File: src/rtl/chan_cmd_pkg.sv
package chan_cmd_pkg;

   // decoded meaning of the six command bits
   typedef struct packed {
      logic stat;      // plain status request
      logic istat;     // interrupt status request
      logic mode;      // scan mode write
      logic run;       // scan start/stop write
      logic wen;       // word interrupt gate write
      logic clr_ta;    // terminal address clear
      logic ld_ta;     // terminal address load
      logic clr_lock;  // lockout and status clear
      logic reject;    // protect violation
   } dec_t;

   localparam int ST_W     = 11;
   localparam int ST_FAULT = 10;
   localparam int ST_LOCK  = 9;
   localparam int ST_EOP   = 8;
   localparam int ST_DUAL  = 7;
   localparam int ST_PIDLE = 6;
   localparam int ST_PFAIL = 5;
   localparam int ST_SFAIL = 4;
   localparam int ST_TERM  = 3;
   localparam int ST_WORD  = 2;
   localparam int ST_BUSY  = 1;
   localparam int ST_IRQ   = 0;

   localparam logic [5:0] OP_STAT  = 6'b000001;
   localparam logic [5:0] OP_ISTAT = 6'b000011;
   localparam logic [5:0] OP_CLRLK = 6'b100001;

endpackage

File: src/rtl/chan_sel.sv
module chan_sel #(
   parameter int CMD_W  = 16,
   parameter int EQ_W   = 4,
   parameter int EQ_LSB = 7,
   parameter int DATA_W = 9,
   parameter int DELAY  = 80
) (
   input  logic              clk,
   input  logic              rst_n,
   input  logic              wzero_i,
   input  logic              strb_in_i,
   input  logic              strb_out_i,
   input  logic [CMD_W-1:0]  cmd_i,
   input  logic [EQ_W-1:0]   eq_num_i,
   input  logic [DATA_W-1:0] data_i,
   output logic              go_o,
   output logic [5:0]        op_o,
   output logic [DATA_W-1:0] data_o
);
   localparam logic [CMD_W-1:0] USED = CMD_W'(((1 << EQ_W) - 1) << EQ_LSB) | CMD_W'(6'h3F);

   logic hit, pend;
   logic unused_bits;

   assign unused_bits = ^(cmd_i & ~USED);
   assign hit = wzero_i && (strb_in_i || strb_out_i) && (cmd_i[EQ_LSB +: EQ_W] == eq_num_i);

   always_ff @(posedge clk or negedge rst_n) begin
      if (!rst_n) begin
         pend   <= 1'b0;
         op_o   <= '0;
         data_o <= '0;
      end else if (!pend && hit) begin
         pend   <= 1'b1;
         op_o   <= cmd_i[5:0];
         data_o <= data_i;
      end else if (go_o) begin
         pend   <= 1'b0;
      end
   end

   generate
      if (DELAY > 1) begin : g_count
         localparam int CNT_W = $clog2(DELAY);
         logic [CNT_W-1:0] cnt;
         always_ff @(posedge clk or negedge rst_n) begin
            if (!rst_n)
               cnt <= '0;
            else if (!pend && hit)
               cnt <= CNT_W'(DELAY - 1);
            else if (pend && cnt != '0)
               cnt <= cnt - 1'b1;
         end
         assign go_o = pend && (cnt == '0);
      end else begin : g_direct
         assign go_o = pend;
      end
   endgenerate

endmodule

File: src/rtl/chan_dec.sv
module chan_dec
   import chan_cmd_pkg::*;
(
   input  logic [5:0] op_i,
   input  logic       prot_mode_i,
   input  logic       cmd_prot_i,
   output dec_t       dec_o
);
   logic plain, viol, fn;

   assign plain = (op_i == OP_STAT);
   assign viol  = prot_mode_i && !cmd_prot_i && !plain;
   assign fn    = op_i[0] && !viol;

   always_comb begin
      dec_o          = '0;
      dec_o.reject   = viol;
      dec_o.stat     = plain;
      dec_o.istat    = !viol && (op_i == OP_ISTAT);
      dec_o.mode     = fn && op_i[4];
      dec_o.run      = fn && op_i[3];
      dec_o.wen      = fn && op_i[2];
      dec_o.clr_ta   = fn && op_i[5];
      dec_o.ld_ta    = !viol && !op_i[0] && op_i[5];
      dec_o.clr_lock = !viol && (op_i == OP_CLRLK);
   end

endmodule

File: src/rtl/chan_irq.sv
module chan_irq (
   input  logic clk,
   input  logic rst_n,
   input  logic term_evt_i,
   input  logic word_evt_i,
   input  logic word_en_i,
   input  logic ack_fail_i,
   input  logic clr_irq_i,
   input  logic clr_all_i,
   input  logic set_fault_i,
   output logic term_p_o,
   output logic word_p_o,
   output logic lock_o,
   output logic fault_o,
   output logic irq_o
);
   logic ack_p, clr_p;

   assign clr_p = clr_irq_i || clr_all_i;

   // a new event wins over a clear in the same cycle
   always_ff @(posedge clk or negedge rst_n) begin
      if (!rst_n) begin
         term_p_o <= 1'b0;
         word_p_o <= 1'b0;
         ack_p    <= 1'b0;
         lock_o   <= 1'b0;
         fault_o  <= 1'b0;
      end else begin
         term_p_o <= term_evt_i || (term_p_o && !clr_p);
         word_p_o <= (word_evt_i && word_en_i) || (word_p_o && !clr_p);
         ack_p    <= (ack_fail_i && !lock_o) || (ack_p && !clr_p);
         lock_o   <= ack_fail_i || (lock_o && !clr_all_i);
         fault_o  <= set_fault_i || (fault_o && !clr_all_i);
      end
   end

   assign irq_o = term_p_o || word_p_o || ack_p;

endmodule

File: src/rtl/chan_cmd_top.sv
module chan_cmd_top
   import chan_cmd_pkg::*;
#(
   parameter int CMD_W    = 16,
   parameter int EQ_W     = 4,
   parameter int EQ_LSB   = 7,
   parameter int TADDR_W  = 9,
   parameter int CLK_PS   = 5000,
   parameter int REPLY_NS = 400
) (
   input  logic               clk,
   input  logic               rst_n,
   input  logic               wzero_i,
   input  logic               strb_in_i,
   input  logic               strb_out_i,
   input  logic [CMD_W-1:0]   cmd_i,
   input  logic [TADDR_W-1:0] data_i,
   input  logic [EQ_W-1:0]    eq_num_i,
   input  logic               prot_sw_i,
   input  logic               cmd_prot_i,
   input  logic               eop_i,
   input  logic               dual_est_i,
   input  logic               peer_idle_i,
   input  logic               peer_fail_i,
   input  logic               self_fail_i,
   input  logic               busy_i,
   input  logic               term_evt_i,
   input  logic               word_evt_i,
   input  logic               ack_fail_i,
   output logic               reply_o,
   output logic               reject_o,
   output logic [ST_W-1:0]    status_o,
   output logic               irq_o,
   output logic               scan_dual_o,
   output logic               scan_run_o,
   output logic               word_irq_en_o,
   output logic [TADDR_W-1:0] taddr_o
);
   localparam int REPLY_CYC = (REPLY_NS * 1000 + CLK_PS - 1) / CLK_PS;

   generate
      if (EQ_LSB + EQ_W > CMD_W || EQ_LSB < 6)
         $error("equipment field must lie above the command bits and inside the word");
      if (TADDR_W < 1 || TADDR_W > CMD_W)
         $error("terminal address width out of range");
      if (REPLY_CYC < 1)
         $error("reply delay must be at least one cycle");
   endgenerate

   logic               go;
   logic [5:0]         op_q;
   logic [TADDR_W-1:0] data_q;
   dec_t               dec;
   logic               acc;
   logic               term_p, word_p, lock_w, fault_w;
   logic [ST_W-1:0]    word_now;

   chan_sel #(
      .CMD_W(CMD_W), .EQ_W(EQ_W), .EQ_LSB(EQ_LSB),
      .DATA_W(TADDR_W), .DELAY(REPLY_CYC)
   ) u_sel (
      .clk(clk), .rst_n(rst_n), .wzero_i(wzero_i),
      .strb_in_i(strb_in_i), .strb_out_i(strb_out_i),
      .cmd_i(cmd_i), .eq_num_i(eq_num_i), .data_i(data_i),
      .go_o(go), .op_o(op_q), .data_o(data_q)
   );

   chan_dec u_dec (
      .op_i(op_q), .prot_mode_i(prot_sw_i), .cmd_prot_i(cmd_prot_i), .dec_o(dec)
   );

   assign acc = go && !dec.reject;

   chan_irq u_irq (
      .clk(clk), .rst_n(rst_n),
      .term_evt_i(term_evt_i), .word_evt_i(word_evt_i), .word_en_i(word_irq_en_o),
      .ack_fail_i(ack_fail_i),
      .clr_irq_i(acc && dec.istat), .clr_all_i(acc && dec.clr_lock),
      .set_fault_i(go && dec.reject),
      .term_p_o(term_p), .word_p_o(word_p), .lock_o(lock_w), .fault_o(fault_w),
      .irq_o(irq_o)
   );

   always_comb begin
      word_now           = '0;
      word_now[ST_FAULT] = fault_w;
      word_now[ST_LOCK]  = lock_w;
      word_now[ST_EOP]   = eop_i;
      word_now[ST_DUAL]  = dual_est_i;
      word_now[ST_PIDLE] = peer_idle_i;
      word_now[ST_PFAIL] = peer_fail_i;
      word_now[ST_SFAIL] = self_fail_i;
      word_now[ST_TERM]  = term_p;
      word_now[ST_WORD]  = word_p;
      word_now[ST_BUSY]  = busy_i;
      word_now[ST_IRQ]   = irq_o;
   end

   always_ff @(posedge clk or negedge rst_n) begin
      if (!rst_n) begin
         reply_o       <= 1'b0;
         reject_o      <= 1'b0;
         status_o      <= '0;
         scan_dual_o   <= 1'b0;
         scan_run_o    <= 1'b0;
         word_irq_en_o <= 1'b0;
         taddr_o       <= '0;
      end else begin
         reply_o  <= acc;
         reject_o <= go && dec.reject;
         if (acc && (dec.stat || dec.istat)) status_o      <= word_now;
         if (acc && dec.mode)                scan_dual_o   <= op_q[1];
         if (acc && dec.run)                 scan_run_o    <= !op_q[1];
         if (acc && dec.wen)                 word_irq_en_o <= !op_q[1];
         if (acc && dec.clr_ta)              taddr_o       <= '0;
         else if (acc && dec.ld_ta)          taddr_o       <= data_q;
      end
   end

endmodule

File: config.mk
export PLATFORM = sky130hd
export DESIGN_NAME = chan_cmd_top
export DESIGN_NICKNAME = d
export VERILOG_FILES = /design/src/rtl/chan_cmd_pkg.sv /design/src/rtl/chan_sel.sv /design/src/rtl/chan_dec.sv /design/src/rtl/chan_irq.sv /design/src/rtl/chan_cmd_top.sv
export SDC_FILE = /design/constraint.sdc
export NUM_CORES = 1
export LEC_CHECK = 0
export ABC_AREA = 1
export BUFFER_PORTS_ARGS = -buffer_cell sky130_fd_sc_hd__buf_4
export CORE_MARGIN = 3
export CORE_UTILIZATION = 46
export CTS_CLUSTER_SIZE = 40
export DETAILED_ROUTE_END_ITERATION = 6
export GPL_TIMING_DRIVEN = 0
export PLACE_DENSITY_LB_ADDON = 0.15
export SLEW_MARGIN = 10
export SYNTH_ARGS = -nofsm -noshare
export SYNTH_HDL_FRONTEND = slang
export SYNTH_HIERARCHICAL = 1
export SYNTH_SLANG_ARGS = --single-unit
File: constraint.sdc
create_clock -name clk -period 3.55 [get_ports clk]
set_clock_uncertainty 0.2 [all_clocks]
set_input_delay 0.71 -clock clk [delete_from_list [all_inputs] [get_ports clk]]
set_output_delay 0.71 -clock clk [all_outputs]
set_load 0.01 [all_outputs]
# After elaboration in Yosys (flattened, before gate mapping)
# Index checks and enable logic that the tools add are counted.
# totals
register_bits,53
wordCells,84
input_bits,45
output_inout_bits,26
# op_classes
n_addsub,1
n_reduce_logical,57
muxes,6
n_eq_ne,4
# ops
operator,count
1-bit logical AND,33
9-bit 2-to-1 mux,2
7-bit 2-to-1 mux,2
1-bit logical OR,10
1-bit logical NOT,9
7-bit logical NOT,1
7-bit nonzero test,1
7-bit by 1-bit subtractor with 7-bit output (second input constant),1
6-bit by 1-bit == test with 1-bit output (second input constant),1
6-bit by 2-bit == test with 1-bit output (second input constant),1
6-bit == test (second input constant),1
2-bit nonzero test,3
4-bit == test,1
1-bit 2-to-1 mux,2

# Longest topological paths before layout
# Gate-level depths: netlist (run 1).
# depth
depth_word,10
ltp_mapped,13
depth_no_buf,13

# By module
# Netlist (run 1), hierarchy kept.
# by_module_without_submodules
mod,n_inst,area_per_inst_um2,cells_per_inst
chan_sel,1,1147.4,151
chan_cmd_top,1,1143.6,135
chan_irq,1,198.9,22
chan_dec,1,125.1,27

# Least setup slack after synthesis (run 1)
# No wires, ideal clock.
# synth_path
path_type,flip-flop to flip-flop
startpoint,reg u_sel.g_count.cnt[0]
endpoint,reg u_irq.word_p_o
n_path_buf,0
slack_ns,1.430
synth_period_minus_slack_ns,2.120
required_ns,3.234
t_arrival_ns,1.804
setup_time_ns,0.116
stages_incl_launch_ff,14
path_cell_list,dfrtp_1 > inv_1 > ha_1 > nand2_1 > nor2_1 > inv_1 > nor2_1 > inv_2 > nor2_8 > inv_1 > nor2_1 > nor2_2 > nand2_1 > nand2_1
# synth_via
elab_chain_len,8
# synth_lines
element,line_no,rtl
"start, declared",chan_sel.sv:45,logic [CNT_W-1:0] cnt;
"start signal, assigned",chan_sel.sv:50,cnt <= CNT_W'(DELAY - 1);
"start signal, assigned",chan_sel.sv:52,cnt <= cnt - 1'b1;
7-bit logical NOT *,chan_sel.sv:54,assign go_o = pend && (cnt == '0);
1-bit logical AND *,chan_sel.sv:54,
named net go,chan_cmd_top.sv:50,logic go;
1-bit logical AND *,chan_cmd_top.sv:72,assign acc = go && !dec.reject;
1-bit logical AND,chan_cmd_top.sv:78,".clr_irq_i(acc && dec.istat), .clr_all_i(acc && dec.clr_lock),"
1-bit logical OR *,chan_irq.sv:19,assign clr_p = clr_irq_i || clr_all_i;
1-bit logical NOT *,chan_irq.sv:31,word_p_o <= (word_evt_i && word_en_i) || (word_p_o && !clr_p);
1-bit logical AND *,chan_irq.sv:31,
1-bit logical OR *,chan_irq.sv:31,
"end signal, assigned",chan_irq.sv:31,
"end, declared",chan_irq.sv:12,"output logic word_p_o,"
# Mark *: on every way through the listed nets, which the timed path passes. The rest lies on a longest branch.
# A chain may end at the register's enable or synchronous reset.

# Worst setup path in the final report (run 1)
# Ends and elaborated chain as after synthesis.

==> impl_results.md, run 1 <==
- Unrepaired setup endpoints after global routing: false
- DR WL/cell: 10.9 um
- Status: finished, final reports clean
- Clock slew at reported path FFs: 0.09 ns
- Full die area: 6630 sq um
- Core area: 5300 sq um
- Cts repair resizes: 0
- Worst path cell trace: inv_1, ha_1, nand2_1, nor2_1, inv_1, nor2_1, inv_2, nor2_8, inv_1, nor2_1, nor2_2, nand2_1, nand2_1
- Post-CTS Setup Inserts: 0
- Starting Density: 0.493
- Most frequent cells in the layout: 103 x nand2_1, 68 x buf_4, 64 x inv_1, 53 x dfrtp_1, 32 x nor2_1
- Syn Nets: 381
- Reg2reg end: u_irq/word_p_o
- # port buffers: 64
- Worst setup SP type: register
- Vias: 2181
- Pre-antenna DRT Iters: 4
- Sequential area share after synthesis: 0.507
- Synth cell types: 23
- Largest net degree at the start of global routing: 54
- Max stage delay on crit path: 0.41 ns
- # IOs: 71
- Fillers: 513
- Number of synthesized register bits: 53
- CTS sink count: 53
- First-pass GRT wire length: 8700 um
- Synth Instances: 335
- Hpwl dp: 3880 um
- Die Height: 81.4 um
- Crit Reg-Reg Startpoint: u_sel/g_count.cnt[0]
- Root buffer cell: clkbuf_8
- Average size of a mapped cell: 7.81 sq um
- Leak Pwr: 1.90 nW
- Worst-Margin Slew: 0.647 ns
- Power per cell area: 317 nW/um^2
- Fin crit period: 2.43 ns
- Final nets: 452
- DRT iter0 DRCs: 71
- Hold_buf cts: 0
- Vias in the first global route: 2021
- Hold Path Class: input pin to async pin
- Grt ovf: 0
- Setup tns final: 0 ns
- Final worst-path cycle share: 0.684
- Hold Fails Final Rpt: 0
- FMAX: 412 MHz
- Ant diodes: 0
- Worst VDD drop: 0.185 mV
- H-tree depth: 2
- CTS tree: yes
- Gpl congestion: 0.785
- Data required time of the critical path: 3.55 ns
- DRC Markers: 0
- Most common library cell in the layout ignoring fill and taps: nand2_1
- Share of cells above drive strength 1: 0.246
- Rel. slew slack: 0.569
- Horiz. Die Dim: 81.4 um
- WS Path Type: register to register
- Max-cap violations: 0
- Register Area: 1330 sq um
- Synth-to-layout area growth: 25.4%
- Initial antenna violation count: 0
- Area after DPL: 3180 sq um
- Vias per inst: 4.57
- Rows: 26
- Worst path slowest cell: dfrtp_1
- Total Wirelength: 5180 um
- GR Util All Layers: 0.168
- Arrival time worst endpoint: 2.43 ns
- Clock Tree Buf Depth: 2
- Yosys Warn Count: 6
- R2r worst-path depth: 13
- # setup viols final: 0
- Flop2flop setup slack: 1.12 ns
- Final Cell Area: 3280 sq um
- Num CTS Buffers: 5
- Crit. End Element: register
- Max-slew violation count: 0
- Clk_lat worst skew: 0.31 ns
- Post-synthesis instance area: 2620 sq um
- Antenna Nets Post-Route: 0
- CP max FO: 8
- Multi-input gate area: 948 sq um
[synthesized netlist by cell type]
cell type,instances,area share
nand3_1,30,0.057
nand2_4,3,0.013
o21ai_2,1,0.0033
nand3_2,5,0.019
o21bai_1,2,0.0057
nor2_2,4,0.0096
nor4_1,1,0.0024
nand2_2,2,0.0048
dfrtp_1,53,0.51
clkbuf_2,1,0.0019
ha_1,1,0.0048
nand2_1,103,0.15
nor2_8,1,0.0077
nor3_1,1,0.0019
inv_2,1,0.0014
o21ai_0,15,0.029
nand4_1,2,0.0048
nor2_1,32,0.046
buf_6,5,0.022
inv_1,64,0.092
buf_2,1,0.0019
o21ai_1,3,0.0057
buf_4,4,0.011
[per-stage QoR]
| step | utilization | hold WS [ns] | total power, W | setup slack [ns] | std cells |
|---|---|---|---|---|---|
| 6_report | 0.618 | 0.224 | 0.00104 | 1.12 | 477 |
| 5_1_grt | 0.618 | 0.278 | 0.00109 | 0.906 | 477 |
| 4_1_cts | 0.618 | 0.246 | 0.00105 | 1.13 | 477 |
| 3_5_place_dp | 0.600 | 0.260 | 0.000703 | 1.15 | 469 |
| 3_3_place_gp | 0.600 | 0.254 | 0.000702 | 1.17 | 469 |
| 2_1_floorplan | - | 0.214 | 0.000650 | 1.43 | 335 |
[worst max-delay path: cells and delay by family, from the launching register on]
family | cells | cell delay (ns)
buffers and inverters | 4 | 0.38
adder cells (fa/ha/maj) | 1 | 0.25
AND/OR/NAND/NOR | 8 | 1.09
flip-flops | 1 | 0.41
[state kept, by name (all words and copies together), names as in the netlist, 6 cells and up]
signal	flops
u_sel/op_o	6
u_sel/data_o	9
status_o	11
taddr_o	9
u_sel/g_count.cnt	7
[cells by family after synthesis]
| group | synth area share |
|---|---|
| simple gates | 0.314 |
| buf+inv | 0.130 |
| fa+ha+maj | 0.00478 |
| flops | 0.507 |
| compound gates | 0.0435 |
[routing by layer]
layer  routed length, um  vias up  GRT usage
li1                    -     1143          -
met1                2350      978      0.211
met2                2470       54      0.285
met3                 316        6     0.0333
met4                  50        0     0.0608
met5                   0        -          0
[report_power, final]
group | internal [W] | switching (W) | total [W]
Clock | 0.000158 | 0.000193 | 0.000351
Sequential | 0.000609 | 0.00000395 | 0.000613
Combinational | 0.0000406 | 0.0000359 | 0.0000765
[worst max path at each step]
| stage | start | to | slack (ns) | cells past startpoint |
|---|---|---|---|---|
| 2_1_floorplan | u_sel/g_count.cnt[0] | u_irq/word_p_o | 1.43 | 13 |
| 4_1_cts | u_sel/g_count.cnt[0] | u_irq/word_p_o | 1.13 | 13 |
| 3_3_place_gp | u_sel/g_count.cnt[0] | u_irq/word_p_o | 1.17 | 13 |
| 3_5_place_dp | u_sel/g_count.cnt[0] | u_irq/word_p_o | 1.15 | 13 |
| 6_report | u_sel/g_count.cnt[0] | u_irq/word_p_o | 1.12 | 13 |
| 5_1_grt | u_sel/g_count.cnt[0] | u_irq/word_p_o | 0.91 | 13 |
[final cells by class]
| class | instances | share of cell area |
|---|---|---|
| inverter | 65 | 0.0744 |
| clock buffer | 6 | 0.0252 |
| multi-input combinational | 206 | 0.289 |
| tap | 70 | 0.0267 |
| sequential | 53 | 0.404 |
| buffer | 11 | 0.0294 |
| clock inverter | 2 | 0.00420 |
| timing repair buffer | 64 | 0.147 |
Note: power is estimated with default switching activity, not from simulation.
==> run 2: changes to the inputs <==
- clock period: 3.55 -> 2 ns (I/O delays scaled with it)
==> impl_results.md, run 2 (synthesis results as in run 1) <==
- Rows: 26 (unchanged)
- Critical path destination: status_o[7]
- Fin crit period: 1.88 ns (-0.542 ns)
- Leak Pwr: 1.97 nW (+3.8%)
- DRT iter0 DRCs: 97 (+37%)
- Worst-Margin Slew: 0.667 ns (+0.0196 ns)
- Starting Density: 0.493 (unchanged)
- FMAX: 531 MHz (+29%)
- CTS tree: yes
- Status: finished, final reports clean
- Num CTS Buffers: 5 (unchanged)
- Largest registers: status_o (11), taddr_o (9), u_sel/data_o (9)
- Ant diodes: 0 (unchanged)
- Register Area: 1330 sq um (about the same)
- # setup viols final: 0 (unchanged)
- Fillers: 473 (-7.8%)
- Max reg flops: 11 (unchanged)
- Gpl congestion: 0.744 (-5.3%)
- Vias per inst: 4.54 (-0.65%)
- Full die area: 6630 sq um (unchanged)
- Vias: 2235 (+2.5%)
- Power per cell area: 526 nW/um^2 (+66%)
- Reg2reg end: status_o[7]
- Clock slew at reported path FFs: 0.09 ns (about the same)
- GR Util All Layers: 0.171 (+0.00317)
- Flop2flop setup slack: 0.12 ns (-1.01 ns)
- Antenna Nets Post-Route: 0 (unchanged)
- Final nets: 467 (+3.3%)
- Most common library cell in the layout ignoring fill and taps: nand2_1
- Root buffer cell: clkbuf_8
- Grt ovf: 0 (unchanged)
- R2r worst-path depth: 13 (unchanged)
- Die Height: 81.4 um (unchanged)
- Clock Tree Buf Depth: 2 (unchanged)
- # port buffers: 64 (unchanged)
- Final worst-path cycle share: 0.942 (+0.259)
- Core area: 5300 sq um (unchanged)
- Worst VDD drop: 0.242 mV (+31%)
- Final WS setup: 0.116 ns (-1.01 ns)
- Share of cells above drive strength 1: 0.289 (+0.0434)
- WS Path Type: register to register
- Rel. slew slack: 0.556 (-0.0131)
- Crit Reg-Reg Startpoint: u_sel/g_count.cnt[0]
- Arrival time worst endpoint: 1.88 ns (-0.55 ns)
- Hold Path Class: input pin to register
- Post-route core utilization: 0.649 (+0.0307)
- Clk_lat worst skew: 0.30 ns (about the same)
- Horiz. Die Dim: 81.4 um (unchanged)
- CTS sink count: 53 (unchanged)
- Multi-input gate area: 996 sq um (+5.0%)
- DR WL/cell: 11.3 um (+4.3%)
- Data required time of the critical path: 1.99 ns (-1.56 ns)
- CP max FO: 10 (+2)
- Largest net degree at the start of global routing: 54 (unchanged)
- Synth-to-layout area growth: 31.6%
- H-tree depth: 2 (unchanged)
- Max-slew violation count: 0 (unchanged)
- Total Wirelength: 5570 um (+7.6%)
- Crit. End Element: register
- Worst setup SP type: register
- Dpl ws: -0.182 ns (-1.34 ns)
- Initial antenna violation count: 0 (unchanged)
- Worst Hold Launch: term_evt_i
- # IOs: 71 (unchanged)
- First-pass GRT wire length: 8850 um (+1.7%)
- Vias in the first global route: 2065 (+2.2%)
- Critical Path Start: u_sel/g_count.cnt[0]
- Max-cap violations: 0 (unchanged)
- DRC Markers: 0 (unchanged)
- Most frequent cells in the layout: 102 x nand2_1, 80 x buf_4, 62 x inv_1, 52 x dfrtp_1, 30 x nand3_1
- Hpwl dp: 4000 um (+3.1%)
- Hold Fails Final Rpt: 0 (unchanged)
- Pre-antenna DRT Iters: 4 (unchanged)
- Top reg by flops: status_o
[run 2: changes by cell type in the layout (fill, tap and decap cells not counted), moves of 2 or more]
cell      change
buf_4        +12
clkbuf_1      +2
nor2_1        -5
inv_1         -2
inv_2         +2
nor2_4        +4
[run 2: final cells by class]
type | instances | area share
buffer | 11 | 0.0291
clock buffer | 7 | 0.0222
clock inverter | 1 | 0.00218
inverter | 65 | 0.0709
multi-input combinational | 206 | 0.289
sequential | 53 | 0.386
tap | 70 | 0.0254
timing repair buffer | 79 | 0.175
[run 2: power by group]
part	switching [W]	leakage [nW]	internal, W
logic	0.0000675	1.25	0.0000758
clock network	0.000331	0.0385	0.000248
registers	0.00000704	0.683	0.00108
[run 2: timing repair]
item,4_1_cts,5_1_grt
setup buffers,3,11
endpoints found under the setup margin,25,26
endpoints found under the hold margin,53,0
resized for setup,1,11
pin swaps,1,3
hold buffers,1,0
[run 2: critical path: stages, from the launching register on]
cell,delay [ns]
dfrtp_1,0.41
inv_2,0.10
ha_4,0.15
nand2_2,0.08
nor2_4,0.14
inv_2,0.06
nor2_4,0.10
inv_2,0.07
nor2_8,0.09
buf_6,0.11
nand2_4,0.04
buf_6,0.13
nand2_1,0.05
nand2_1,0.05
[run 2: how the worst min path moves through the flow]
| stage | end | slack [ns] | cells past startpoint |
|---|---|---|---|
| 2_1_floorplan | reject_o | -0.1 | 0 |
| 3_3_place_gp | status_o[0] | 0.25 | 2 |
| 3_5_place_dp | u_irq/ack_p | 0.26 | 2 |
| 4_1_cts | u_irq/term_p_o | 0.07 | 3 |
| 5_1_grt | u_irq/term_p_o | 0.07 | 3 |
| 6_report | u_irq/term_p_o | 0.08 | 3 |
[run 2: stage by stage]
stage | TNS (ns) | hold WS [ns] | area, sq um | total power, W | instances
after floorplan | 0 | -0.0956 | 2640 | 0.00115 | 335
after CTS | 0 | 0.0730 | 3320 | 0.00183 | 481
final | 0 | 0.0777 | 3440 | 0.00181 | 492
after global placement | -0.532 | 0.254 | 3200 | 0.00125 | 469
after detailed placement | -1.22 | 0.260 | 3200 | 0.00125 | 469
after global routing | -0.506 | 0.0740 | 3440 | 0.00190 | 492
[run 2: per-layer routing]
metal,part of all wire,vias to the layer above,track usage
li1,-,1176,-
met1,0.44,993,0.207
met2,0.48,58,0.302
met3,0.063,8,0.0432
met4,0.012,0,0.0405
met5,0,-,0
==> run 3: changes to the inputs <==
- ABC_CLOCK_PERIOD_IN_PS: default -> 2000
- GPL_TIMING_DRIVEN: 0 -> 1
==> impl_results.md, run 3 (synthesis results as in run 1) <==
- Num CTS Buffers: 5 (unchanged)
- Leak Pwr: 1.95 nW (-0.96%)
- Max-cap violations: 0 (unchanged)
- Core area: 5300 sq um (unchanged)
- # port buffers: 64 (unchanged)
- Share of cells above drive strength 1: 0.284 (-0.00476)
- Most common library cell in the layout ignoring fill and taps: nand2_1
- Worst VDD drop: 0.290 mV (+20%)
- GR Util All Layers: 0.179 (+0.00802)
- Vias per inst: 4.58 (+0.85%)
- Clock slew at reported path FFs: 0.09 ns (about the same)
- Vias in the first global route: 2100 (+1.7%)
- Worst-Margin Slew: 0.648 ns (-0.0188 ns)
- Power per cell area: 568 nW/um^2 (+7.9%)
- Status: finished, final reports clean
- Worst path slowest cell: dfrtp_1
- Fillers: 474 (+0.21%)
- Synth-to-layout area growth: 30.9%
- Grt peak-use layer: met2
- GR Util met1: 0.223 (+0.0152)
- Clock Tree Buf Depth: 2 (unchanged)
- Final worst-path cycle share: 0.957 (+0.0147)
- Vias: 2222 (-0.58%)
- CTS sink count: 53 (unchanged)
- Hpwl dp: 4060 um (+1.6%)
- Final Cell Area: 3420 sq um (-0.58%)
- Max stage delay on crit path: 0.40 ns (about the same)
- Data required time of the critical path: 2.05 ns (+0.06 ns)
- Arrival time worst endpoint: 1.96 ns (+0.08 ns)
- Worst path cell trace: inv_2, ha_4, nand2_2, nor2_2, inv_1, nor2_2, inv_2, nor2_8, buf_12, buf_4, nand3_1, nand2_1
- # setup viols final: 0 (unchanged)
- Starting Density: 0.493 (unchanged)
- Horiz. Die Dim: 81.4 um (unchanged)
- GR Util met2: 0.312 (+0.00977)
- FMAX: 523 MHz (-1.5%)
- Ant diodes: 0 (unchanged)
- Antenna Nets Post-Route: 0 (unchanged)
- # IOs: 71 (unchanged)
- CP max FO: 8 (-2)
- DR WL/cell: 11.4 um (+0.22%)
- CTS tree: yes
- WS Path Type: register to register
- Grt ovf: 0 (unchanged)
- PnR Total Power: 0.00194 W (+7.3%)
- Fin crit period: 1.91 ns (+0.0294 ns)
- Hold Path Class: input pin to register
- GR Util met3: 0.0310 (-0.0122)
- Die Height: 81.4 um (unchanged)
- Area after DPL: 3210 sq um (+0.27%)
- Max-slew violation count: 0 (unchanged)
- Hold Fails Final Rpt: 0 (unchanged)
- Initial antenna violation count: 0 (unchanged)
- DRC Markers: 0 (unchanged)
- H-tree depth: 2 (unchanged)
- Worst setup SP type: register
- Final nets: 460 (-1.5%)
- Largest net degree at the start of global routing: 54 (unchanged)
- Gpl congestion: 0.775 (+4.2%)
- Crit. End Element: register
- Max reg flops: 11 (unchanged)
- Total Wirelength: 5510 um (-1.2%)
- Rel. slew slack: 0.568 (+0.0125)
- First-pass GRT wire length: 9190 um (+3.8%)
- DRT iter0 DRCs: 84 (-13%)
- Top reg by flops: status_o
- Most frequent cells in the layout: 102 x nand2_1, 79 x buf_4, 62 x inv_1, 52 x dfrtp_1, 29 x nand3_1
- Largest registers: status_o (11), taddr_o (9), u_sel/data_o (9)
- Clk_lat worst skew: 0.31 ns (about the same)
- Full die area: 6630 sq um (unchanged)
- Rows: 26 (unchanged)
- Root buffer cell: clkbuf_8
- Pre-antenna DRT Iters: 4 (unchanged)
[run 3: cell count changes in the layout (fill, tap and decap cells not counted), sizes merged]
cell	previous run	this run
clkinv	0	1
bufinv	0	1
clkinvlp	1	0
buf	88	82
clkbuf	8	6
[run 3: where the power goes]
group	internal, W	switching [W]
Combinational	0.0000727	0.0000654
Clock	0.000376	0.000341
Sequential	0.00108	0.00000684
[run 3: repair_timing]
action	4_1_cts	5_1_grt
cloned	0	0
endpoints found under the hold margin	53	0
hold buffers	1	0
buffers inserted	3	6
pin swaps	0	4
resized for setup	1	7
setup endpoints to repair	10	23
[run 3: area by class of cell]
class,count,area [sq um],share of cell area
sequential,53,1330,0.388
clock inverter,2,38.8,0.0113
multi-input combinational,206,988,0.289
inverter,65,244,0.0713
clock buffer,6,72.6,0.0212
tap,70,87.6,0.0256
timing repair buffer,83,663,0.194
[run 3: path summary, 6_finish.rpt]
kind	end	from	slack [ns]	cells after the start
min reg2reg	status_o[2]	status_o[2]	0.28	2
max	taddr_o[1]	u_sel/g_count.cnt[1]	0.09	12
max in group asynchronous	u_sel/op_o[0]	rst_n	0.66	2
max reg2reg	taddr_o[1]	u_sel/g_count.cnt[1]	0.09	12
min in group asynchronous	reply_o	rst_n	0.46	2
min	u_irq/term_p_o	term_evt_i	0.07	3
[run 3: critical path, delay by kind of cell (launching register included)]
kind          cells  cell delay, ns
fa+ha+maj         1            0.16
simple gates      6            0.60
flops             1            0.40
buf+inv           5            0.49
[run 3: metrics by stage]
step / utilization / TNS (ns) / hold slack, ns / worst slack [ns] / cells
4_1_cts: 0.634 / 0 / 0.0662 / 0.0242 / 479
3_3_place_gp: 0.606 / 0 / 0.254 / 0.0385 / 467
3_5_place_dp: 0.606 / -0.127 / 0.260 / -0.0424 / 467
2_1_floorplan: - / 0 / -0.0956 / 0.0283 / 335
5_1_grt: 0.645 / -0.162 / 0.0560 / -0.0246 / 485
6_report: 0.645 / 0 / 0.0702 / 0.0862 / 485
[run 3: layer usage]
| metal | vias up | share of wire |
|---|---|---|
| li1 | 1161 | - |
| met1 | 990 | 0.44 |
| met2 | 65 | 0.49 |
| met3 | 6 | 0.061 |
| met4 | 0 | 0.012 |
| met5 | - | 0 |
